==> config.mk <==
export PLATFORM = sky130hd
export DESIGN_NAME = hbist_seq
export DESIGN_NICKNAME = d
export VERILOG_FILES = /design/src/rtl/hbist_pkg.sv /design/src/rtl/hbist_core_fsm.sv /design/src/rtl/hbist_arb.sv /design/src/rtl/hbist_det_dp.sv /design/src/rtl/hbist_seq.sv
export SDC_FILE = /design/constraint.sdc
export NUM_CORES = 1
export LEC_CHECK = 0
export ABC_AREA = 1
export BUFFER_PORTS_ARGS = -buffer_cell sky130_fd_sc_hd__buf_2
export CORE_MARGIN = 3
export CORE_UTILIZATION = 50
export CTS_CLUSTER_SIZE = 12
export DETAILED_ROUTE_END_ITERATION = 10
export GPL_TIMING_DRIVEN = 0
export PLACE_DENSITY = 0.81
export SYNTH_ARGS = -nofsm -noshare
export SYNTH_HDL_FRONTEND = slang
export SYNTH_HIERARCHICAL = 1
export SYNTH_SLANG_ARGS = --single-unit
==> constraint.sdc <==
create_clock -name clk_i -period 5.15 [get_ports clk_i]
set_input_delay 1.03 -clock clk_i [delete_from_list [all_inputs] [get_ports clk_i]]
set_output_delay 1.03 -clock clk_i [all_outputs]
set_load 0.01 [all_outputs]
==> src/rtl/hbist_pkg.sv <==
`timescale 1ns/1ps
package hbist_pkg;
  typedef enum logic [2:0] {
    ST_IDLE,
    ST_PR,
    ST_WAIT,
    ST_DET,
    ST_DONE
  } core_st_e;
endpackage

==> src/rtl/hbist_core_fsm.sv <==
`timescale 1ns/1ps
module hbist_core_fsm
  import hbist_pkg::*;
#(
  parameter int PR_W = 16
) (
  input  logic            clk_i,
  input  logic            rst_ni,
  input  logic            start_i,
  input  logic [PR_W-1:0] pr_len_i,
  input  logic            has_det_i,
  input  logic            grant_i,
  input  logic            last_i,
  output logic            prpg_en_o,
  output logic            req_o,
  output logic            det_o,
  output logic            busy_o,
  output logic            done_o
);
  core_st_e        st_q;
  logic [PR_W-1:0] rem_q;

  always_ff @(posedge clk_i or negedge rst_ni) begin
    if (!rst_ni) begin
      st_q  <= ST_IDLE;
      rem_q <= '0;
    end else if (start_i) begin
      rem_q <= pr_len_i;
      if (pr_len_i != '0) st_q <= ST_PR;
      else                st_q <= has_det_i ? ST_WAIT : ST_DONE;
    end else begin
      unique case (st_q)
        ST_PR: begin
          rem_q <= rem_q - 1'b1;
          if (rem_q == PR_W'(1)) st_q <= has_det_i ? ST_WAIT : ST_DONE;
        end
        ST_WAIT: if (grant_i) st_q <= ST_DET;
        ST_DET:  if (last_i)  st_q <= ST_DONE;
        default: ;
      endcase
    end
  end

  assign prpg_en_o = (st_q == ST_PR);
  assign req_o     = (st_q == ST_WAIT);
  assign det_o     = (st_q == ST_DET);
  assign busy_o    = (st_q == ST_PR) || (st_q == ST_WAIT) || (st_q == ST_DET);
  assign done_o    = (st_q == ST_DONE);
endmodule

==> src/rtl/hbist_arb.sv <==
`timescale 1ns/1ps
module hbist_arb #(
  parameter int N     = 4,
  parameter int SEL_W = 2
) (
  input  logic [N-1:0]     req_i,
  input  logic             free_i,
  output logic [N-1:0]     gnt_o,
  output logic [SEL_W-1:0] idx_o
);
  // descending scan: lowest requesting index is written last
  always_comb begin
    gnt_o = '0;
    idx_o = '0;
    for (int i = N - 1; i >= 0; i--) begin
      if (req_i[i] && free_i) begin
        gnt_o    = '0;
        gnt_o[i] = 1'b1;
        idx_o    = SEL_W'(i);
      end
    end
  end
endmodule

==> src/rtl/hbist_det_dp.sv <==
`timescale 1ns/1ps
module hbist_det_dp #(
  parameter int DET_W  = 12,
  parameter int CPP_W  = 4,
  parameter int ADDR_W = 12,
  parameter int SEL_W  = 2
) (
  input  logic              clk_i,
  input  logic              rst_ni,
  input  logic              load_i,
  input  logic [SEL_W-1:0]  sel_i,
  input  logic [ADDR_W-1:0] base_i,
  input  logic [DET_W-1:0]  cnt_i,
  input  logic [CPP_W-1:0]  cpp_i,
  output logic              rd_o,
  output logic [ADDR_W-1:0] addr_o,
  output logic [SEL_W-1:0]  sel_o,
  output logic              last_o
);
  logic              active_q;
  logic [SEL_W-1:0]  sel_q;
  logic [ADDR_W-1:0] base_q;
  logic [DET_W-1:0]  cnt_q, pat_q;
  logic [CPP_W-1:0]  lim_q, cyc_q;
  logic              pat_end;

  assign pat_end = (cyc_q == lim_q);
  assign last_o  = active_q && pat_end && (pat_q == cnt_q - 1'b1);
  assign rd_o    = active_q && (cyc_q == '0);
  assign addr_o  = base_q + ADDR_W'(pat_q);
  assign sel_o   = sel_q;

  always_ff @(posedge clk_i or negedge rst_ni) begin
    if (!rst_ni) begin
      active_q <= 1'b0;
      sel_q    <= '0;
      base_q   <= '0;
      cnt_q    <= '0;
      lim_q    <= '0;
      pat_q    <= '0;
      cyc_q    <= '0;
    end else if (load_i) begin
      active_q <= 1'b1;
      sel_q    <= sel_i;
      base_q   <= base_i;
      cnt_q    <= cnt_i;
      lim_q    <= (cpp_i == '0) ? '0 : cpp_i - 1'b1;
      pat_q    <= '0;
      cyc_q    <= '0;
    end else if (active_q) begin
      if (pat_end) begin
        cyc_q <= '0;
        pat_q <= pat_q + 1'b1;
        if (last_o) active_q <= 1'b0;
      end else begin
        cyc_q <= cyc_q + 1'b1;
      end
    end
  end
endmodule

==> src/rtl/hbist_seq.sv <==
`timescale 1ns/1ps
module hbist_seq #(
  parameter int N_CORES = 4,
  parameter int PR_W    = 16,
  parameter int DET_W   = 12,
  parameter int CPP_W   = 4,
  parameter int ADDR_W  = 12,
  parameter int DATA_W  = 16,
  parameter int CNT_W   = 24,
  localparam int SEL_W  = (N_CORES > 1) ? $clog2(N_CORES) : 1
) (
  input  logic                      clk_i,
  input  logic                      rst_ni,
  input  logic                      start_i,
  input  logic [N_CORES*PR_W-1:0]   pr_len_i,
  input  logic [N_CORES*DET_W-1:0]  det_cnt_i,
  input  logic [N_CORES*CPP_W-1:0]  cpp_i,
  input  logic [N_CORES*ADDR_W-1:0] base_addr_i,
  output logic [N_CORES-1:0]        prpg_en_o,
  output logic                      mem_rd_o,
  output logic [ADDR_W-1:0]         mem_addr_o,
  input  logic [DATA_W-1:0]         mem_data_i,
  output logic                      bus_valid_o,
  output logic [SEL_W-1:0]          bus_sel_o,
  output logic [DATA_W-1:0]         bus_data_o,
  output logic [N_CORES-1:0]        core_done_o,
  output logic                      all_done_o,
  output logic [CNT_W-1:0]          test_len_o
);
  logic [N_CORES-1:0] req, gnt, det_st, busy;
  logic [SEL_W-1:0]   gnt_idx, dp_sel;
  logic               running, start_go, bus_free, det_last, load;
  logic               bus_valid_q;
  logic [SEL_W-1:0]   bus_sel_q;
  logic [CNT_W-1:0]   len_q;

  assign running  = |busy;
  assign start_go = start_i && !running;
  assign bus_free = !(|det_st) || det_last;
  assign load     = |gnt;

  for (genvar k = 0; k < N_CORES; k++) begin : g_core
    hbist_core_fsm #(.PR_W(PR_W)) u_fsm (
      .clk_i     (clk_i),
      .rst_ni    (rst_ni),
      .start_i   (start_go),
      .pr_len_i  (pr_len_i[k*PR_W +: PR_W]),
      .has_det_i (det_cnt_i[k*DET_W +: DET_W] != '0),
      .grant_i   (gnt[k]),
      .last_i    (det_last),
      .prpg_en_o (prpg_en_o[k]),
      .req_o     (req[k]),
      .det_o     (det_st[k]),
      .busy_o    (busy[k]),
      .done_o    (core_done_o[k])
    );
  end

  hbist_arb #(.N(N_CORES), .SEL_W(SEL_W)) u_arb (
    .req_i  (req),
    .free_i (bus_free),
    .gnt_o  (gnt),
    .idx_o  (gnt_idx)
  );

  hbist_det_dp #(
    .DET_W(DET_W), .CPP_W(CPP_W), .ADDR_W(ADDR_W), .SEL_W(SEL_W)
  ) u_dp (
    .clk_i  (clk_i),
    .rst_ni (rst_ni),
    .load_i (load),
    .sel_i  (gnt_idx),
    .base_i (base_addr_i[gnt_idx*ADDR_W +: ADDR_W]),
    .cnt_i  (det_cnt_i[gnt_idx*DET_W +: DET_W]),
    .cpp_i  (cpp_i[gnt_idx*CPP_W +: CPP_W]),
    .rd_o   (mem_rd_o),
    .addr_o (mem_addr_o),
    .sel_o  (dp_sel),
    .last_o (det_last)
  );

  always_ff @(posedge clk_i or negedge rst_ni) begin
    if (!rst_ni) begin
      bus_valid_q <= 1'b0;
      bus_sel_q   <= '0;
      len_q       <= '0;
    end else begin
      bus_valid_q <= mem_rd_o;
      if (mem_rd_o) bus_sel_q <= dp_sel;
      if (start_go)     len_q <= '0;
      else if (running) len_q <= len_q + 1'b1;
    end
  end

  assign bus_valid_o = bus_valid_q;
  assign bus_sel_o   = bus_sel_q;
  assign bus_data_o  = mem_data_i;
  assign all_done_o  = &core_done_o;
  assign test_len_o  = len_q;
endmodule

==> flow_summary.rst <==
.. list-table::
   :header-rows: 1

   * - Metric
     - Value
   * - Run status
     - completed
   * - Cells traversed along the worst timing path
     - inv_1 -> ha_1 -> nand3_1 -> nor2_2 -> nand2_1 -> nand2_1 -> and2_1 -> xor2_1 -> nand4_1 -> nor2_2 -> inv_1 -> o41ai_1 -> nand2_1 -> a21oi_1 -> buf_4 -> inv_2 -> buf_6 -> buf_6 -> o21ai_0 -> o22ai_1 -> nor2_1 -> nand2_1 -> o21ai_0 -> o22ai_1
   * - Async S/R FF share, synth
     - 100%
   * - Average cell area after synthesis
     - 6.56 um2
   * - Relative max-transition margin
     - 40.6%
   * - Maximum number of pins on one net before global-route repair
     - 87
   * - Detailed Routing Iterations Pass 1
     - 6
   * - Post-Synthesis Cell Area
     - 11,600 um2
   * - Clk slew on worst S/H paths
     - 70 ps
   * - Top Ports
     - 260
   * - Biggest fanout along the worst timing path
     - 10
   * - Layout-stage area growth over the synthesis result
     - 19.0%
   * - Routed wire length
     - roughly 36,000 um
   * - Input/output buffers
     - 243
   * - Critical Path Sink Type
     - register
   * - Horiz. Die Dim
     - approximately 160 um
   * - Critical path arrival
     - approximately 5000 ps
   * - Initial antenna violation count
     - 7
   * - Setup repair after global routing missed its margin
     - false
   * - Height of the die
     - between 150 and 200 um
   * - Max-cap check violation count
     - 0
   * - Layout filler cell count
     - 2,120
   * - Number of pins exceeding their max-slew limit in the final report
     - 0
   * - Area enclosed by the die boundary
     - 25,000 um2
   * - Yosys reg bits
     - 150
   * - Largest buffer count on any clock path
     - 2
   * - Most common cell on crit path
     - sky130_fd_sc_hd__nand2_1
   * - Highest-count cells in the layout ignoring fill and taps
     - sky130_fd_sc_hd__nand2_1, sky130_fd_sc_hd__nor2_1, sky130_fd_sc_hd__buf_2, sky130_fd_sc_hd__dfrtp_1, sky130_fd_sc_hd__inv_1
   * - Worst setup path category
     - reg2reg
   * - Class of the tightest hold or removal check
     - reg2reg
   * - Worst-Margin Slew
     - ~890 ps
   * - Initial standard-cell utilization of the core
     - 51.0%
   * - Antenna viol nets, final
     - 0
   * - Post-DP HPWL
     - 27,700 um
   * - Clock latency on the worst-skew pair
     - 430 ps
   * - Cell row count
     - 55
   * - Root buf cell
     - sky130_fd_sc_hd__clkbuf_16
   * - CP required
     - 5440 ps
   * - Launching element type of the critical path
     - register
   * - Via Count
     - 12,644
   * - Grt total ovfl
     - 0
   * - Overall power of the completed layout
     - 0.00898 W
   * - Global-route wire length before repair
     - 57,000 um
   * - Maximum VDD drop
     - 0.290 mV
   * - TritonCTS clock tree
     - done
   * - Most common cell after layout, fill and taps aside
     - sky130_fd_sc_hd__nand2_1
   * - Final Skew
     - 11.9 ps
   * - Number of sinks on the clock net
     - 150
   * - Leakage
     - around 7 nW
   * - Seq/Total Area, Yosys
     - 32.4%
   * - Maximum cell stage delay along the critical path
     - 400 ps
   * - DRC errors left
     - 0
   * - Total clock buffers created by CTS
     - 17
   * - Fmax
     - 0.218 GHz
   * - Setup TNS
     - 0 ps
   * - DRT iter0 DRCs
     - 1,064
   * - EDFF count, synth
     - 0
   * - Count of warnings emitted by yosys
     - 6
   * - Kind of cell adding the most delay to the critical path
     - simple AND/OR/NAND/NOR gates
   * - Net count reported at finish
     - 2,248
   * - Cell count after synthesis
     - 1,765
   * - GR Util All Layers
     - roughly 28%
   * - Layout cell share with drive strength beyond 1
     - about a fifth
   * - Synthesized Nets
     - just under 2,000
   * - Power per cell area
     - between 600 and 700 nW/um2
   * - Post-detailed-route wirelength per cell
     - about 15 um
   * - Slowest library cell on the worst path
     - sky130_fd_sc_hd__dfrtp_1
   * - Ys flop type
     - sky130_fd_sc_hd__dfrtp_1
   * - Library cells used by synthesis
     - 54
   * - Tcrit/Tclk final
     - 89.2%
   * - Number of global-route vias before repair
     - 11,670
   * - CP Buf/Inv Count
     - 6
   * - Vias per std cell
     - 5.43
   * - Final number of setup-violating endpoints
     - 0
   * - Time the final worst path needs with I/O delays and setup
     - roughly 4600 ps
   * - Count of final hold-check violations
     - 0
   * - Number of H-tree levels
     - 4
   * - Final weighted congestion in routability-driven placement
     - a little under 1
   * - Area of the core
     - 22,700 um2
-- flip-flops by register name, indices dropped and copies added (netlist names) --
name                count
bus_valid_o             1
u_dp/active_q           1
u_dp/lim_q              4
u_dp/base_q            12
g_core.u_fsm/rem_q     64
bus_sel_o               2
test_len_o             24
g_core.u_fsm/st_q      12
u_dp/pat_q             12
u_dp/cnt_q             12
u_dp/sel_o              2
u_dp/cyc_q              4
-- worst paths after layout --
path,startpoint,to,slack [ps],cells past startpoint
worst min register to register,u_dp/sel_o[0]$_DFFE_PN0P_,u_dp/sel_o[0]$_DFFE_PN0P_,480,2
min in group asynchronous,rst_ni,u_dp/base_q[9]$_DFFE_PN0P_,590,1
worst max register to register,u_dp/cnt_q[0]$_DFFE_PN0P_,u_dp/lim_q[2]$_DFFE_PN0P_,560,24
max in group asynchronous,rst_ni,g_core[0].u_fsm/st_q[0]$_DFFE_PN0P_,3710,2
worst max-delay path,u_dp/cnt_q[0]$_DFFE_PN0P_,u_dp/lim_q[2]$_DFFE_PN0P_,560,24
worst min-delay path,u_dp/sel_o[0]$_DFFE_PN0P_,u_dp/sel_o[0]$_DFFE_PN0P_,480,2
-- power by group --
group,switching (W),internal (W)
clock,0.000527,0.000739
combinational,0.00363,0.00184
sequential,0.000539,0.00171
-- Yosys cell counts (2+ instances only) --
master,number,area share (%)
sky130_fd_sc_hd__nor2_1,279,9.0
sky130_fd_sc_hd__nor3_1,17,0.73
sky130_fd_sc_hd__a21o_1,5,0.32
sky130_fd_sc_hd__nor2_4,19,1.8
sky130_fd_sc_hd__mux2_2,2,0.19
sky130_fd_sc_hd__o21bai_2,4,0.39
sky130_fd_sc_hd__nand2_1,542,18
sky130_fd_sc_hd__buf_6,8,0.78
sky130_fd_sc_hd__nand3_4,2,0.30
sky130_fd_sc_hd__or2_2,4,0.22
sky130_fd_sc_hd__nand2_4,8,0.78
sky130_fd_sc_hd__o21ai_0,111,4.8
sky130_fd_sc_hd__nand4_1,25,1.4
sky130_fd_sc_hd__buf_4,20,1.3
sky130_fd_sc_hd__dfrtp_1,150,32
sky130_fd_sc_hd__nand2_2,21,1.1
sky130_fd_sc_hd__nand3b_1,8,0.52
sky130_fd_sc_hd__nor2_2,15,0.81
sky130_fd_sc_hd__nand3_1,109,4.7
sky130_fd_sc_hd__inv_1,143,4.6
sky130_fd_sc_hd__o211ai_1,8,0.52
sky130_fd_sc_hd__xnor2_1,12,0.91
sky130_fd_sc_hd__o31ai_1,2,0.13
sky130_fd_sc_hd__clkbuf_1,14,0.45
sky130_fd_sc_hd__xor2_1,32,2.4
sky130_fd_sc_hd__a21oi_1,45,1.9
sky130_fd_sc_hd__buf_2,11,0.48
sky130_fd_sc_hd__o221ai_1,4,0.30
sky130_fd_sc_hd__ha_1,24,2.6
sky130_fd_sc_hd__nand3_2,6,0.52
sky130_fd_sc_hd__nand4_2,4,0.43
sky130_fd_sc_hd__o21ai_1,15,0.65
sky130_fd_sc_hd__o21bai_1,4,0.26
sky130_fd_sc_hd__inv_2,30,0.97
sky130_fd_sc_hd__buf_1,2,0.065
sky130_fd_sc_hd__o22ai_1,31,1.7
sky130_fd_sc_hd__nor4_1,12,0.65
-- what timing repair did --
action | 4_1_cts | 5_1_grt
hold buffers | 0 | 0
setup buffers | 0 | 0
setup endpoints to repair | 0 | 2
gates resized for setup | 0 | 1
-- cell families after synthesis --
| kind of cell | after synthesis | synth area share, % |
|---|---|---|
| xor+xnor | 44 | 3.33 |
| flops | 150 | 32.4 |
| mux | 2 | 0.194 |
| compound gates | 235 | 11.4 |
| fa+ha+maj | 25 | 2.76 |
| buf+inv | 231 | 8.81 |
| simple gates | 1078 | 41.1 |
-- tightest hold or removal path, stage by stage (launching register included) --
cell,delay (ps)
sky130_fd_sc_hd__dfrtp_1,350
sky130_fd_sc_hd__nand2_1,60
sky130_fd_sc_hd__nand2_1,50
-- through the flow --
stage               cells  worst slack (ps)  util [%]  hold WS (ps)  instance area, um2
floorplan            1765              1550         -           436               11600
global placement     2293               651      57.9           461               13200
detailed placement   2294               530      58.1           467               13200
CTS                  2325               509      60.6           482               13800
global route         2330              4.01      60.7           509               13800
finish               2330               555      60.7           481               13800
-- routing by layer --
metal	GRT usage, %	vias up	part of all wire [%]
li1	-	6209	-
met4	12.3	4	4.0
met3	5.14	102	6.8
met2	47.1	520	48
met1	36.7	5809	41
met5	0	-	0.089
-- layout make-up --
type	instances	area (um2)	share of cell area, %
antenna	5	12.5	0.0908
buffer	56	360	2.61
clock buffer	20	457	3.31
clock inverter	11	124	0.898
inverter	175	661	4.79
multi-input combinational	1384	6810	49.4
sequential	150	3750	27.2
tap	285	357	2.59
timing repair buffer	244	1250	9.07
(Power assumes the default switching activity.)
